## config.mk

```make
export PLATFORM = sky130hd
export DESIGN_NAME = acc_cpu
export DESIGN_NICKNAME = d
export VERILOG_FILES = /design/src/rtl/acc_cpu_pkg.sv /design/src/rtl/acc_cpu_ctrl.sv /design/src/rtl/acc_cpu_dp.sv /design/src/rtl/acc_cpu.sv
export SDC_FILE = /design/constraint.sdc
export NUM_CORES = 1
export LEC_CHECK = 0
export BUFFER_PORTS_ARGS = -buffer_cell sky130_fd_sc_hd__buf_2
export CELL_PAD_IN_SITES_DETAIL_PLACEMENT = 0
export CELL_PAD_IN_SITES_GLOBAL_PLACEMENT = 1
export CORE_ASPECT_RATIO = 0.5
export CORE_UTILIZATION = 30
export CTS_BUF_LIST = sky130_fd_sc_hd__clkbuf_8
export CTS_CLUSTER_SIZE = 12
export DETAILED_ROUTE_END_ITERATION = 7
export GPL_TIMING_DRIVEN = 1
export HOLD_SLACK_MARGIN = 0.05
export PLACE_DENSITY_LB_ADDON = 0.1
export SYNTH_ARGS = -nofsm -noshare
export SYNTH_HDL_FRONTEND = slang
export SYNTH_SLANG_ARGS = --single-unit
```

## constraint.sdc

```tcl
create_clock -name clk -period 7.4 [get_ports clk]
set_input_delay 0.37 -clock clk [delete_from_list [all_inputs] [get_ports clk]]
set_output_delay 0.37 -clock clk [all_outputs]
set_load 0.05 [all_outputs]
```

## src/rtl/acc_cpu_pkg.sv

```systemverilog
package acc_cpu_pkg;

    localparam int WORD_W = 16;
    localparam int OPC_W  = 4;

    typedef enum logic [1:0] {
        PH_FETCH   = 2'd0,
        PH_DECODE  = 2'd1,
        PH_OPERAND = 2'd2,
        PH_EXEC    = 2'd3
    } phase_t;

    typedef enum logic [OPC_W-1:0] {
        OP_ADD = 4'd0,
        OP_SUB = 4'd1,
        OP_LOD = 4'd2,
        OP_STD = 4'd3,
        OP_JMP = 4'd4,
        OP_CAL = 4'd5,
        OP_A2S = 4'd6,
        OP_S2A = 4'd7,
        OP_LDS = 4'd8,
        OP_STS = 4'd9
    } opcode_t;

    typedef enum logic [1:0] {ASRC_MBR, ASRC_SUM, ASRC_DIFF, ASRC_SREG} a_src_t;
    typedef enum logic [1:0] {PSRC_INC, PSRC_TGT, PSRC_TGT_INC, PSRC_HOLD} pc_src_t;
    typedef enum logic [1:0] {MSRC_FIELD, MSRC_SREG, MSRC_NEXT_PC, MSRC_HOLD} mar_src_t;
    typedef enum logic [1:0] {DSRC_MEM, DSRC_ACC, DSRC_PC, DSRC_HOLD} mbr_src_t;

    typedef struct packed {
        logic     ld_ir;
        logic     ld_tmp;
        logic     ld_a;
        a_src_t   a_src;
        logic     ld_s;
        logic     ld_pc;
        pc_src_t  pc_src;
        logic     ld_mar;
        mar_src_t mar_src;
        logic     ld_mbr;
        mbr_src_t mbr_src;
        logic     rd;
        logic     wr;
    } ctl_t;

    function automatic logic addr_from_sreg(input logic [OPC_W-1:0] op);
        return (op == OP_LDS) || (op == OP_STS);
    endfunction

    function automatic logic staged_operand(input logic [OPC_W-1:0] op);
        return (op == OP_ADD) || (op == OP_SUB);
    endfunction

endpackage

```

## src/rtl/acc_cpu_ctrl.sv

```systemverilog
module acc_cpu_ctrl
    import acc_cpu_pkg::*;
(
    input  logic             clk,
    input  logic             rst,
    input  logic [OPC_W-1:0] dec_op,
    input  logic [OPC_W-1:0] ir_op,
    output phase_t           phase,
    output ctl_t             ctl
);

    phase_t phase_q, phase_d;
    logic   second_q, second_d;

    always_ff @(posedge clk) begin
        if (rst) begin
            phase_q  <= PH_FETCH;
            second_q <= 1'b0;
        end else begin
            phase_q  <= phase_d;
            second_q <= second_d;
        end
    end

    assign phase = phase_q;

    always_comb begin
        ctl      = '0;
        phase_d  = phase_q;
        second_d = 1'b0;
        unique case (phase_q)
            PH_FETCH: begin
                ctl.rd      = 1'b1;
                ctl.ld_mbr  = 1'b1;
                ctl.mbr_src = DSRC_MEM;
                ctl.ld_pc   = 1'b1;
                ctl.pc_src  = PSRC_INC;
                phase_d     = PH_DECODE;
            end
            PH_DECODE: begin
                ctl.ld_ir   = 1'b1;
                ctl.ld_mar  = 1'b1;
                ctl.mar_src = addr_from_sreg(dec_op) ? MSRC_SREG : MSRC_FIELD;
                phase_d     = PH_OPERAND;
            end
            PH_OPERAND: begin
                phase_d = PH_EXEC;
                if (staged_operand(ir_op)) begin
                    if (!second_q) begin
                        ctl.rd      = 1'b1;
                        ctl.ld_mbr  = 1'b1;
                        ctl.mbr_src = DSRC_MEM;
                        second_d    = 1'b1;
                        phase_d     = PH_OPERAND;
                    end else begin
                        ctl.ld_tmp  = 1'b1;
                    end
                end else begin
                    case (ir_op)
                        OP_LOD, OP_LDS: begin
                            ctl.rd      = 1'b1;
                            ctl.ld_mbr  = 1'b1;
                            ctl.mbr_src = DSRC_MEM;
                        end
                        OP_STD, OP_STS: begin
                            ctl.ld_mbr  = 1'b1;
                            ctl.mbr_src = DSRC_ACC;
                        end
                        OP_CAL: begin
                            ctl.ld_mbr  = 1'b1;
                            ctl.mbr_src = DSRC_PC;
                        end
                        default: ;
                    endcase
                end
            end
            PH_EXEC: begin
                ctl.ld_mar  = 1'b1;
                ctl.mar_src = MSRC_NEXT_PC;
                phase_d     = PH_FETCH;
                case (ir_op)
                    OP_ADD: begin ctl.ld_a = 1'b1; ctl.a_src = ASRC_SUM;  end
                    OP_SUB: begin ctl.ld_a = 1'b1; ctl.a_src = ASRC_DIFF; end
                    OP_LOD, OP_LDS: begin ctl.ld_a = 1'b1; ctl.a_src = ASRC_MBR; end
                    OP_S2A: begin ctl.ld_a = 1'b1; ctl.a_src = ASRC_SREG; end
                    OP_A2S: ctl.ld_s = 1'b1;
                    OP_STD, OP_STS: ctl.wr = 1'b1;
                    OP_JMP: begin ctl.ld_pc = 1'b1; ctl.pc_src = PSRC_TGT; end
                    OP_CAL: begin
                        ctl.wr     = 1'b1;
                        ctl.ld_pc  = 1'b1;
                        ctl.pc_src = PSRC_TGT_INC;
                    end
                    default: ;
                endcase
            end
        endcase
    end

endmodule

```

## src/rtl/acc_cpu_dp.sv

```systemverilog
module acc_cpu_dp
    import acc_cpu_pkg::*;
#(
    parameter  int DATA_W = WORD_W,
    localparam int ADDR_W = DATA_W - OPC_W
) (
    input  logic              clk,
    input  logic              rst,
    input  ctl_t              ctl,
    input  logic [DATA_W-1:0] rd_data,
    output logic [ADDR_W-1:0] mar,
    output logic [DATA_W-1:0] mbr,
    output logic [OPC_W-1:0]  mbr_op,
    output logic [OPC_W-1:0]  ir_op,
    output logic [ADDR_W-1:0] pc,
    output logic [DATA_W-1:0] sreg,
    output logic [DATA_W-1:0] tmp
);

    localparam logic [ADDR_W-1:0] ONE_A = {{(ADDR_W-1){1'b0}}, 1'b1};

    logic [DATA_W-1:0] acc, ir;
    logic [DATA_W-1:0] acc_next, mbr_next;
    logic [ADDR_W-1:0] pc_next, mar_next, ir_addr;

    assign ir_addr = ir[ADDR_W-1:0];
    assign ir_op   = ir[DATA_W-1 -: OPC_W];
    assign mbr_op  = mbr[DATA_W-1 -: OPC_W];

    always_comb begin
        pc_next = pc;
        if (ctl.ld_pc) begin
            case (ctl.pc_src)
                PSRC_INC:     pc_next = pc + ONE_A;
                PSRC_TGT:     pc_next = ir_addr;
                PSRC_TGT_INC: pc_next = ir_addr + ONE_A;
                default:      pc_next = pc;
            endcase
        end
    end

    always_comb begin
        case (ctl.a_src)
            ASRC_SUM:  acc_next = acc + tmp;
            ASRC_DIFF: acc_next = acc - tmp;
            ASRC_SREG: acc_next = sreg;
            default:   acc_next = mbr;
        endcase
    end

    always_comb begin
        case (ctl.mbr_src)
            DSRC_MEM: mbr_next = rd_data;
            DSRC_ACC: mbr_next = acc;
            DSRC_PC:  mbr_next = {{OPC_W{1'b0}}, pc};
            default:  mbr_next = mbr;
        endcase
    end

    always_comb begin
        case (ctl.mar_src)
            MSRC_FIELD:   mar_next = mbr[ADDR_W-1:0];
            MSRC_SREG:    mar_next = sreg[ADDR_W-1:0];
            MSRC_NEXT_PC: mar_next = pc_next;
            default:      mar_next = mar;
        endcase
    end

    always_ff @(posedge clk) begin
        if (rst) begin
            acc  <= '0;
            tmp  <= '0;
            ir   <= '0;
            pc   <= '0;
            sreg <= '0;
            mar  <= '0;
            mbr  <= '0;
        end else begin
            pc <= pc_next;
            if (ctl.ld_a)   acc  <= acc_next;
            if (ctl.ld_tmp) tmp  <= mbr;
            if (ctl.ld_ir)  ir   <= mbr;
            if (ctl.ld_s)   sreg <= acc;
            if (ctl.ld_mar) mar  <= mar_next;
            if (ctl.ld_mbr) mbr  <= mbr_next;
        end
    end

endmodule

```

## src/rtl/acc_cpu.sv

```systemverilog
module acc_cpu
    import acc_cpu_pkg::*;
#(
    parameter  int DATA_W = WORD_W,
    localparam int ADDR_W = DATA_W - OPC_W
) (
    input  logic              clk,
    input  logic              rst,
    output logic [ADDR_W-1:0] mem_addr,
    output logic              mem_re,
    output logic              mem_we,
    output logic [DATA_W-1:0] mem_wdata,
    input  logic [DATA_W-1:0] mem_rdata
);

    ctl_t              ctl;
    phase_t            phase;
    logic [OPC_W-1:0]  mbr_op, ir_op;
    logic [ADDR_W-1:0] pc_q;
    logic [DATA_W-1:0] s_q, tmp_q;

    acc_cpu_ctrl u_ctrl (
        .clk    (clk),
        .rst    (rst),
        .dec_op (mbr_op),
        .ir_op  (ir_op),
        .phase  (phase),
        .ctl    (ctl)
    );

    acc_cpu_dp #(.DATA_W(DATA_W)) u_dp (
        .clk     (clk),
        .rst     (rst),
        .ctl     (ctl),
        .rd_data (mem_rdata),
        .mar     (mem_addr),
        .mbr     (mem_wdata),
        .mbr_op  (mbr_op),
        .ir_op   (ir_op),
        .pc      (pc_q),
        .sreg    (s_q),
        .tmp     (tmp_q)
    );

    assign mem_re = ctl.rd;
    assign mem_we = ctl.wr;

endmodule

```

## Word-level counts from Yosys, hierarchy flattened

Index checks and enable logic that the tools add are counted.

| storage, ports and cells | value |
|---|---|
| memory bits (read-only) | 0 |
| register bits | 107 |
| output and inout bits | 30 |
| memory bits (writable) | 0 |
| memories kept | 0 |
| latch bits | 0 |

| operators by class | value |
|---|---|
| order comparisons | 0 |
| shift-type cells | 0 |
| $mul | 0 |
| reductions and logical operators | 15 |
| bitwise operators | 2 |
| muxes and demuxes | 27 |
| equal/unequal tests | 23 |
| add/sub/neg operators | 4 |
| div/mod/pow operators | 0 |

Operator list:

| kind | count |
|---|---|
| $pmux W16 S3 | 2 |
| $pmux W12 S3 | 2 |
| $add A12 B1 Y12 const B | 2 |
| $pmux W3 S2 | 3 |
| $add A16 B16 Y16 | 1 |
| $eq A4 B3 Y1 const B | 4 |
| $eq A4 B4 Y1 const B | 4 |
| $sub A16 B16 Y16 | 1 |
| $eq A2 B2 Y1 const B | 7 |
| $mux W12 | 1 |
| $mux W4 | 3 |
| $pmux W3 S4 | 1 |
| $mux W1 | 11 |
| $eq A2 B1 Y1 const B | 5 |
| $pmux W3 S3 | 1 |
| $eq A4 B2 Y1 const B | 2 |
| $logic_not A2 Y1 | 4 |
| $pmux W2 S4 | 1 |
| $pmux W4 S2 | 1 |
| $reduce_bool A3 Y1 | 2 |
| $reduce_or A3 Y1 | 2 |
| $eq A4 B1 Y1 const B | 1 |
| $logic_not A4 Y1 | 1 |
| $reduce_and A2 Y1 | 2 |
| other kinds (4) | 7 |

## Depth between registers and ports, before layout

Gate-level depths: netlist of run 1.

| logic depth | value |
|---|---|
| depth after elaboration | 8 |
| mapped depth | 18 |
| depth with buffers taken out | 16 |

## By module

Synthesis of run 1 repeated with hierarchy kept, for this count alone.

| second synthesis, totals | value |
|---|---|
| cells, all modules | 884 |
| area, all modules | 7146.9 um2 |

By module, submodules not included:

| module | instances | area each (um2) | cells each |
|---|---|---|---|
| acc_cpu_dp | 1 | 6737.7 | 829 |
| acc_cpu_ctrl | 1 | 409.1 | 55 |

## Worst setup path after synthesis of run 1

OpenSTA, ideal clock, no wires.

| timing | value |
|---|---|
| path kind | reg2reg |
| from | register u_ctrl.phase_q[0], in the netlist u_ctrl.phase[0] |
| to | register u_dp.acc[15] |
| library setup time | 133 ps |
| required time | 7267 ps |
| cell stages (with the launch flop) | 17 |
| arrival | 3870 ps |
| setup slack | 3397 ps |
| clock period less this slack | 4003 ps |
| cell sequence | dfxtp_1 ha_1 buf_2 clkbuf_1 nand2_1 nor3_1 ha_1 clkbuf_1 nor2_1 xnor2_1 ha_1 a2111oi_1 a21oi_1 or3_1 a41oi_1 mux2i_1 a211oi_2 |

| on the way | value |
|---|---|
| longest elaborated chain between the ends | 4 |

RTL lines:

| item | RTL line | source |
|---|---|---|
| start: declaration | acc_cpu_ctrl.sv:12 | `phase_t phase_q, phase_d;` |
| start signal: assignment | acc_cpu_ctrl.sv:20 | `phase_q <= phase_d;` |
| $eq A2 B2 Y1 (*) | acc_cpu_ctrl.sv:31 | `unique case (phase_q)` |
| $mux W4 (*) | acc_cpu_ctrl.sv:31 |  |
| $eq A2 B2 Y1 or $eq A2 B1 Y1 (tied branches) | acc_cpu_dp.sv:43 | `case (ctl.a_src)` |
| $pmux W16 S3 | acc_cpu_dp.sv:43 |  |
| end signal: assignment | acc_cpu_dp.sv:80 | `if (ctl.ld_a) acc <= acc_next;` |
| end: declaration | acc_cpu_dp.sv:22 | `logic [DATA_W-1:0] acc, ir;` |

Mark *: on every way between the ends. The rest lies on a longest branch, timed or not.
A chain may end at the register's enable or synchronous reset.

## Worst setup path in the final report of run 1

| timing | value |
|---|---|
| from | register u_ctrl.phase_q[1], in the netlist u_ctrl.phase[1] |
| to | register u_dp.acc[15] |

Same word-level chain as after synthesis.

==> results of run 1 <==
power groups by stage:
stage / registers (uW) / clock network, uW / logic (uW)
floorplan: 797 / 0 / 407
global placement: 744 / 0 / 666
detailed placement: 744 / 0 / 667
CTS: 730 / 376 / 669
global route: 740 / 405 / 726
finish: 734 / 364 / 669
cell usage in the layout, fill, tap and decap left out, drive strengths merged, types with 8 or more instances in the layout:
cell / netlist / final
a211oi: 8 / 8
a21oi: 95 / 95
a22oi: 13 / 13
a31oi: 9 / 9
and3: 10 / 10
buf: 20 / 55
clkbuf: 42 / 9
dfxtp: 107 / 107
ha: 27 / 27
inv: 26 / 31
mux2i: 38 / 38
nand2: 146 / 146
nand3: 23 / 23
nand4: 8 / 8
nor2: 109 / 109
nor3: 15 / 15
o211ai: 8 / 8
o21ai: 52 / 52
o22ai: 9 / 9
xnor2: 25 / 25
per-layer routing:
metal  vias up  GRT usage (%)  part of all wire, %
met4         0           3.32                 0.79
met5         -              0                    0
met3        17           4.81                  4.4
met2       142           30.3                   40
li1       3215              -                    -
met1      3184           34.0                   55
kinds of logic after synthesis:
kind of cell,after synthesis
buf+inv,90
flops,107
simple gates,347
mux,40
fa+ha+maj,29
xor+xnor,32
compound gates,256
state kept, by name (all words and copies together), names as in the netlist:
signal and count:
u_ctrl.second_q 1, u_dp.mar 12, u_dp.pc 12, u_ctrl.phase 2
u_dp.mbr 16, u_dp.acc 16, u_dp.ir 16, u_dp.tmp 16
u_dp.sreg 16
cells in the mapped netlist (8+ instances only):
cell type,instances,area (sq um)
nand4_1,8,50.1
and3_1,10,62.6
buf_2,12,60.1
dfxtp_1,107,2140
nor3_1,13,65.1
nand3_1,22,110
ha_1,27,338
clkbuf_1,42,158
xnor2_1,24,210
o211ai_1,8,60.1
inv_1,26,97.6
a22oi_1,13,97.6
a21oi_1,95,475
o21ai_0,50,250
nand2_1,146,548
nor2_1,109,409
a31oi_1,9,56.3
o22ai_1,9,56.3
mux2i_1,37,370
critical path: stages (launching register included):
cell      delay (ns)
dfxtp_1         0.39
ha_1            0.64
clkinv_1        0.54
nor3b_1         0.41
inv_1           0.11
ha_1            0.44
mux2_2          0.39
inv_1           0.06
ha_1            0.21
nor2b_1         0.14
o31ai_1         0.45
a21oi_1         0.18
or3_1           0.43
a41oi_1         0.29
mux2i_1         0.24
a211oi_2        0.08
how the worst max path moves through the flow:
stage                    startpoint           end  slack (ns)  cells past startpoint
floorplan           u_ctrl.phase[0]  u_dp.acc[15]        3.40                     16
global placement    u_ctrl.phase[0]  u_dp.acc[15]        2.51                     15
detailed placement  u_ctrl.phase[0]  u_dp.acc[15]        2.32                     15
CTS                 u_ctrl.phase[0]  u_dp.acc[15]        2.27                     15
global route        u_ctrl.phase[0]  u_dp.acc[15]        1.88                     15
finish              u_ctrl.phase[1]  u_dp.acc[15]        2.27                     15
stage by stage:
| step | worst slack, ns | instance area (sq um) | cells | utilization (%) |
|---|---|---|---|---|
| 2_1_floorplan | 3.40 | 6770 | 901 | - |
| 3_3_place_gp | 2.51 | 7190 | 1194 | 32.9 |
| 3_5_place_dp | 2.32 | 7190 | 1194 | 32.9 |
| 4_1_cts | 2.27 | 7360 | 1210 | 33.6 |
| 5_1_grt | 1.88 | 7360 | 1210 | 33.6 |
| 6_report | 2.27 | 7360 | 1210 | 33.6 |
layout make-up:
class | count | area [sq um]
repair buffers | 55 | 298
well taps | 300 | 375
multi-input cells | 704 | 4270
flip-flops and latches | 107 | 2140
fillers | 2357 | 14500
clock buffers | 9 | 124
inverters | 28 | 105
clock inverters | 7 | 45.0
==> qor.txt, run 1 <==
Post-CTS Setup Bufs -> 0
number of inserted diodes -> 0
Max Clk Rate -> 0.195 GHz
RSZ-0062 raised after global routing -> no
Synth Area in XOR/XNOR -> 4.25%
Post-Synth Adder-Cell Area -> 5.44%
FP Rows -> 38
Lkg Pwr -> 0.00267 uW
Power Dens Cells -> 240 nW/um^2
Arrival @ worst endpoint -> 5.45 ns
main combinational cell family by area after synthesis -> compound AO/OA/AOI/OAI gates
Vias/cell -> 5.42
Final Wtd Congestion -> 0.836
Die Wd -> 214 um
Top Ports -> 48
pin count of the biggest net entering global routing -> 79
Simple-Gate Fraction of Synth Area -> 23.1%
Total GRT Usage -> 21.8%
vias post-DR -> 6558
Hold Path Depth -> 5
DR iter-0 viols -> 592
Post-synth EDFFs -> 0
crit path time final -> 5.13 ns
drt drc -> 0
CORE AREA -> 21900 sq um
TritonCTS clock tree -> yes
register area share after synthesis -> 31.7%
DRT Pass-1 Iters -> 5
worst r2r src -> u_ctrl.phase[1]
clock share of power -> 20.6%
Clk pin slew, worst setup/hold paths -> 0.12 ns
period utilisation layout -> 69.3%
antenna-violating nets left -> 0
hold endpoint -> u_dp.mbr[3]
final total power -> 1770 uW
cts repair resizes -> 0
distinct cell type count after synthesis -> 75
power share of the combinational group -> 37.9%
cts hold-fix bufs -> 0
final hold slack -> 0.272 ns
IO buf count -> 47
Synth Net Count -> 947
Synth async-reset ratio -> 0%
initial antenna violation count -> 0
CTS max path bufs -> 2
P_sw -> 794 uW
final setup violation count -> 0
Synth-to-Final Area Change -> 8.75%
drt wl/cell -> 20.8 um
crit start category -> flip-flop
VDD IR max -> 0.0000829 V
Max Cap Viol -> 0
final hold violation count -> 0
Most used DFF post-synth -> dfxtp_1
Internal -> 973 uW
status -> completed
critical path class -> flip-flop to flip-flop
Critical Path Sink Type -> flip-flop
Worst Max-Slew Pin Slew -> 0.951 ns
max-slew violations -> 0
Avg Cell Area, Syn -> 7.51 sq um
r2r setup slk -> 2.27 ns
post-synthesis compound-gate area fraction -> 24.0%
Worst slew margin -> 36.3%
Switching Share -> 45.0%
Sink Count -> 107
Hold Path Class -> primary input to flip-flop
Req. time, crit path -> 7.72 ns
final setup TNS -> 0 ns
die height -> 108 um
sequential share of power -> 41.5%
Yosys reg bits -> 107
Syn Std Cell Area -> 6770 sq um
Worst-Skew Late Latency -> 0.44 ns
Reg2Reg Depth -> 15
Routed WL -> 25.1 mm
DP HPWL -> 18.1 mm
post-synthesis mux area share -> 6.14%
cts bufs inserted -> 9
Setup Skew -> 0.0157 ns
worst-path fanout max -> 18
htree depth -> 3
Die ar. -> 23200 sq um
Clk Tree Root Cell -> clkbuf_8
Initial Utilization -> 30.9%
GRT Residual Overflow -> 0
layout cells sized above 1 -> 9.23%
Reg2Reg Capture Point -> u_dp.acc[15]
vias in the first global route -> 5837
synthesized instance count -> 901
Synth Warn # -> 0
Hold Path Origin -> mem_rdata[3]
first-pass GRT wire length -> 37.8 mm
Post-layout nets -> 951
No activity file was read; power rests on OpenSTA's default activity.
==> inputs of run 2 (changes only) <==
- ABC_AREA: default -> 1
- clock period: 7.4 -> 5.3 ns (I/O delays scaled with it)
==> run 2 against run 1 <==
  * Clock skew is 0.0032 ns higher
  * Maximum frequency is 27% higher
  * Wire length is 4.2% lower
  * Via count is 0.27% higher
  * Critical endpoint is now u_dp.acc[8]
  * Highest routed layer unchanged
==> qor.txt, run 2 <==
Most used DFF post-synth -> dfxtp_1
Avg Cell Area, Syn -> 6.70 sq um
RSZ-0062 raised after global routing -> no
clock share of power -> 14.5%
CTS max path bufs -> 2
first-pass GRT wire length -> 36.8 mm
Post-layout nets -> 1062
DP HPWL -> 17.9 mm
most frequent cell after synthesis -> nand2_1
Vias/cell -> 4.98
DRT Pass-1 Iters -> 4
TritonCTS clock tree -> yes
status -> completed
Clk pin slew, worst setup/hold paths -> 0.11 ns
max-slew violations -> 0
sequential share of power -> 33.1%
Post-CTS Setup Bufs -> 0
worst-path fanout max -> 16
DR iter-0 viols -> 483
Power Dens Cells -> 467 nW/um^2
cts repair resizes -> 0
Worst-Skew Late Latency -> 0.42 ns
Reg2Reg Depth -> 18
Arrival @ worst endpoint -> 4.32 ns
crit start category -> flip-flop
worst r2r src -> u_ctrl.phase[0]
Max Clk Rate -> 0.248 GHz
Hold Path Class -> primary input to flip-flop
htree depth -> 3
Total GRT Usage -> 21.7%
IO buf count -> 47
final total power -> 3410 uW
top cell type's share of synthesized area -> 32.0%
Initial Utilization -> 30.8%
Reg2Reg Capture Point -> u_dp.acc[8]
Sink Count -> 107
distinct cell type count after synthesis -> 48
Top delay family on crit path -> compound AO/OA/AOI/OAI gates
P_sw -> 1770 uW
Max Cap Viol -> 0
worst setup margin -> 1.27 ns
CP peak stage delay -> 0.53 ns
Worst Max-Slew Pin Slew -> 1.04 ns
GRT Residual Overflow -> 0
vias in the first global route -> 6025
power share of the combinational group -> 52.4%
CORE AREA -> 21800 sq um
drt drc -> 0
initial antenna violation count -> 0
final core occ -> 33.5%
layout cells sized above 1 -> 12.0%
commonest cells after routing, fill and taps aside -> nand2_1 (180), a21oi_1 (134), inv_1 (125), o21ai_0 (111), dfxtp_1 (107)
Clk Tree Root Cell -> clkbuf_8
Routed WL -> 24.1 mm
synthesized instance count -> 1000
die height -> 108 um
Worst slew margin -> 30.2%
number of inserted diodes -> 0
pin count of the biggest net entering global routing -> 77
Multi-input gate area -> 3840 sq um
Synth async-reset ratio -> 0%
FP Rows -> 38
Yosys reg bits -> 107
Req. time, crit path -> 5.59 ns
Post-synth EDFFs -> 0
VDD IR max -> 0.000193 V
Hold Path Depth -> 5
r2r setup slk -> 1.27 ns
Final Wtd Congestion -> 0.864
drt wl/cell -> 18.2 um
Die ar. -> 23000 sq um
Internal -> 1630 uW
Area contributors post-synth -> dfxtp_1 (32%), nand2_1 (10%), a21oi_1 (10%)
final setup TNS -> 0 ns
Critical Path Slowest Stage Cell -> ha_1
crit path time final -> 4.03 ns
final hold violation count -> 0
Synth Net Count -> 1046
DP Worst Slack -> 1.29 ns
final-layout fill cell count -> 2535
sequential cell area -> 2140 sq um
hold endpoint -> u_dp.mbr[15]
final hold slack -> 0.220 ns
largest area contributor in the netlist -> dfxtp_1
Lkg Pwr -> 0.00319 uW
Setup Skew -> 0.0189 ns
Synth-to-Final Area Change -> 8.90%
Top Ports -> 48
register area share after synthesis -> 32.0%
vias post-DR -> 6576
Hold Path Origin -> mem_rdata[15]
cts bufs inserted -> 9
critical path class -> flip-flop to flip-flop
final setup violation count -> 0
Critical Path Sink Type -> flip-flop
crit path buf inv count -> 4
Switching Share -> 52.1%
Syn Std Cell Area -> 6700 sq um
CP cell instances -> ha_1 -> buf_4 -> inv_4 -> a21oi_1 -> ha_1 -> inv_1 -> nand2_1 -> xor2_1 -> inv_1 -> ha_1 -> a21oi_1 -> a21boi_0 -> o21ai_0 -> or2_2 -> nand3_1 -> o21ai_0 -> nand2_1 -> a21oi_1
Synth Warn # -> 0
cts hold-fix bufs -> 0
top cells by count, synth -> nand2_1 (180), a21oi_1 (134), inv_1 (125)
antenna-violating nets left -> 0
most common cell after layout, fill and taps aside -> nand2_1
Die Wd -> 213 um
period utilisation layout -> 76.1%
[run 2: cell types whose count changed after synthesis, sizes merged, moves of 18 or more]
| cell | delta |
|---|---|
| inv | +106 |
| o21ai | +70 |
| nand2 | +53 |
| a21oi | +43 |
| mux2i | -38 |
| nand3 | +32 |
| xnor2 | -22 |
| nor2 | -18 |
[run 2: worst min-delay path: stages]
cell,delay (ns)
buf_2,0.08
nand2_1,0.04
nand2_1,0.05
o21ai_0,0.07
a21oi_1,0.10
[run 2: cells by family (layout without fill, tap and decap cells)]
kind of cell | Yosys count | count (layout) | synth area share (%)
AOI/OAI and AO/OA | 304 | 304 | 24.4
buffers and inverters | 180 | 201 | 10.9
xor gates and xnor gates | 17 | 17 | 2.22
DFF | 107 | 107 | 32.0
and+or+nand+nor | 364 | 364 | 25.2
adders and majority gates | 28 | 28 | 5.34
[run 2: worst max-delay path by stage]
stage,from,end,slack [ns],cells past startpoint
global route,u_ctrl.phase[0],u_dp.acc[11],0.83,20
detailed placement,u_ctrl.phase[1],u_dp.acc[8],1.29,18
global placement,u_ctrl.phase[0],u_dp.acc[8],1.47,18
CTS,u_ctrl.phase[1],u_dp.acc[8],1.24,18
floorplan,u_dp.ir[14],u_dp.acc[8],2.18,20
finish,u_ctrl.phase[0],u_dp.acc[8],1.27,18
[run 2: metrics by stage]
| step | instances | instance area (sq um) |
|---|---|---|
| finish | 1321 | 7300 |
| detailed placement | 1305 | 7130 |
| global route | 1321 | 7300 |
| floorplan | 1000 | 6700 |
| global placement | 1305 | 7130 |
| CTS | 1321 | 7300 |
[run 2: routing by layer]
layer  up-vias  track usage [%]  wire (um)  part of all wire (%)
met4         0             3.78        203                  0.84
met3        16             3.82        902                   3.7
li1       3333                -          -                     -
met2       115             29.9       9440                    39
met5         -                0          0                     0
met1      3112             34.4      13500                    56
[run 2: final cells by class]
type | instances | area share (%)
multi-input cells | 713 | 52.6
clock buffers | 9 | 1.70
well taps | 300 | 5.14
clock inverters | 7 | 0.600
inverters | 133 | 6.91
flip-flops and latches | 107 | 29.3
repair buffers | 52 | 3.74
[run 2: power groups by stage]
stage / sequential (uW) / combinational, uW / clock, uW
floorplan: 1330 / 1100 / 0
global placement: 1140 / 1770 / 0
finish: 1130 / 1790 / 494
global route: 1150 / 1970 / 544
detailed placement: 1150 / 1770 / 0
CTS: 1130 / 1780 / 510
==> inputs of run 3 (changes only) <==
- clock period: 5.3 -> 4.01 ns (I/O delays scaled with it)
==> run 3 against run 2 <==
  * Via count rose by 0.61%
  * Total power rose by 33%
  * Combinational power rose by 32%
==> qor.txt, run 3 (synthesized netlist as in run 2, its figures left out) <==
crit start category -> flip-flop
first-pass GRT wire length -> 36.6 mm
Post-layout nets -> 1068
cts hold-fix bufs -> 0
htree depth -> 3
critical path class -> flip-flop to flip-flop
commonest cells after routing, fill and taps aside -> nand2_1 (180), a21oi_1 (134), inv_1 (124), o21ai_0 (111), dfxtp_1 (107)
Routed WL -> 24.2 mm
Hold Path Depth -> 5
final setup violation count -> 0
Die Wd -> 213 um
Clk Tree Root Cell -> clkbuf_8
Final Wtd Congestion -> 0.884
final hold violation count -> 0
r2r setup slk -> 0.39 ns
antenna-violating nets left -> 0
Hold Path Class -> primary input to flip-flop
TritonCTS clock tree -> yes
Max Clk Rate -> 0.276 GHz
drt wl/cell -> 18.2 um
IO buf count -> 47
Reg2Reg Depth -> 21
Sink Count -> 107
CTS max path bufs -> 2
Critical Path Sink Type -> flip-flop
Vias/cell -> 4.99
final core occ -> 33.8%
vias in the first global route -> 6024
most common cell after layout, fill and taps aside -> nand2_1
Top Ports -> 48
Power Dens Cells -> 615 nW/um^2
Arrival @ worst endpoint -> 3.92 ns
Lkg Pwr -> 0.00320 uW
Max Cap Viol -> 0
Synth-to-Final Area Change -> 9.73%
Req. time, crit path -> 4.31 ns
RSZ-0062 raised after global routing -> no
drt drc -> 0
hold endpoint -> u_dp.mbr[6]
period utilisation layout -> 90.2%
DRT Pass-1 Iters -> 6
CORE AREA -> 21800 sq um
crit path time final -> 3.62 ns
cts bufs inserted -> 9
worst r2r src -> u_dp.ir[14]
initial antenna violation count -> 0
pin count of the biggest net entering global routing -> 57
GRT Residual Overflow -> 0
vias post-DR -> 6616
DR iter-0 viols -> 509
final setup TNS -> 0 ns
Worst-Skew Late Latency -> 0.43 ns
die height -> 108 um
DP HPWL -> 17.9 mm
number of inserted diodes -> 0
Initial Utilization -> 30.8%
Total GRT Usage -> 21.8%
VDD IR max -> 0.000211 V
Reg2Reg Capture Point -> u_dp.acc[14]
Setup Skew -> 0.0199 ns
Hold Path Origin -> mem_rdata[6]
layout cells sized above 1 -> 12.6%
Worst Max-Slew Pin Slew -> 1.15 ns
FP Rows -> 38
final hold slack -> 0.144 ns
max-slew violations -> 0
status -> completed
final-layout fill cell count -> 2445
worst-path fanout max -> 12
Worst slew margin -> 23.0%
Die ar. -> 23000 sq um
Clk pin slew, worst setup/hold paths -> 0.12 ns
[run 3: cell types whose count changed in the layout (fill, tap and decap cells not counted), sizes merged]
cell	before	now
clkbuf	9	11
buf	52	58
inv	134	133
clkinvlp	1	2
clkinv	5	1
[run 3: timing repair]
item / CTS / global route
setup buffers: 0 / 0
endpoints found under the hold margin: 0 / 0
gates resized for setup: 0 / 1
endpoints found under the setup margin: 0 / 7
[run 3: stage by stage]
stage               area (sq um)  worst slack, ns  std cells  total power (uW)
detailed placement          7180            0.222       1311              3850
global placement            7180            0.344       1311              3850
floorplan                   6700            0.889       1000              3210
CTS                         7350            0.198       1325              4550
finish                      7350            0.393       1325              4520
global route                7350           0.0186       1325              4850
[run 3: how the worst max path moves through the flow]
| stage | from | slack, ns | end | cells past startpoint |
|---|---|---|---|---|
| floorplan | u_dp.ir[14] | 0.89 | u_dp.acc[8] | 20 |
| global placement | u_dp.ir[14] | 0.34 | u_dp.acc[13] | 19 |
| detailed placement | u_dp.ir[14] | 0.22 | u_dp.acc[13] | 19 |
| CTS | u_dp.ir[14] | 0.20 | u_dp.acc[13] | 19 |
| global route | u_dp.ir[14] | 0.02 | u_dp.acc[8] | 18 |
| finish | u_dp.ir[14] | 0.39 | u_dp.acc[14] | 21 |
[run 3: critical path: stages, from the launching register on]
cell,delay [ns]
dfxtp_1,0.38
inv_1,0.11
nor2_4,0.16
nand2_1,0.11
a21oi_1,0.30
ha_2,0.44
inv_1,0.11
buf_4,0.17
nand2_1,0.09
o21ai_0,0.12
xor2_1,0.18
inv_1,0.06
ha_1,0.29
inv_1,0.11
nor3_1,0.28
nand3_1,0.11
nand2_1,0.12
a21oi_1,0.07
o21ai_0,0.10
nand2_1,0.07
nand2_1,0.06
a21oi_1,0.05
[run 3: per-layer routing]
layer | track usage [%] | share of wire (%)
met1 | 34.6 | 55
met2 | 29.3 | 40
met3 | 4.00 | 4.6
met4 | 4.39 | 0.76
met5 | 0 | 0
[run 3: final cells by class]
| cell class | count | area, sq um | share of cell area [%] |
|---|---|---|---|
| clock buffers | 11 | 151 | 2.06 |
| flip-flops and latches | 107 | 2140 | 29.1 |
| clock inverters | 3 | 23.8 | 0.323 |
| repair buffers | 58 | 318 | 4.32 |
| multi-input cells | 713 | 3840 | 52.2 |
| well taps | 300 | 375 | 5.10 |
| inverters | 133 | 504 | 6.86 |
[run 3: power by group]
| group | internal, uW | switching [uW] |
|---|---|---|
| Combinational | 656 | 1700 |
| Clock | 256 | 424 |
| Sequential | 1280 | 207 |
| Total | 2190 | 2330 |
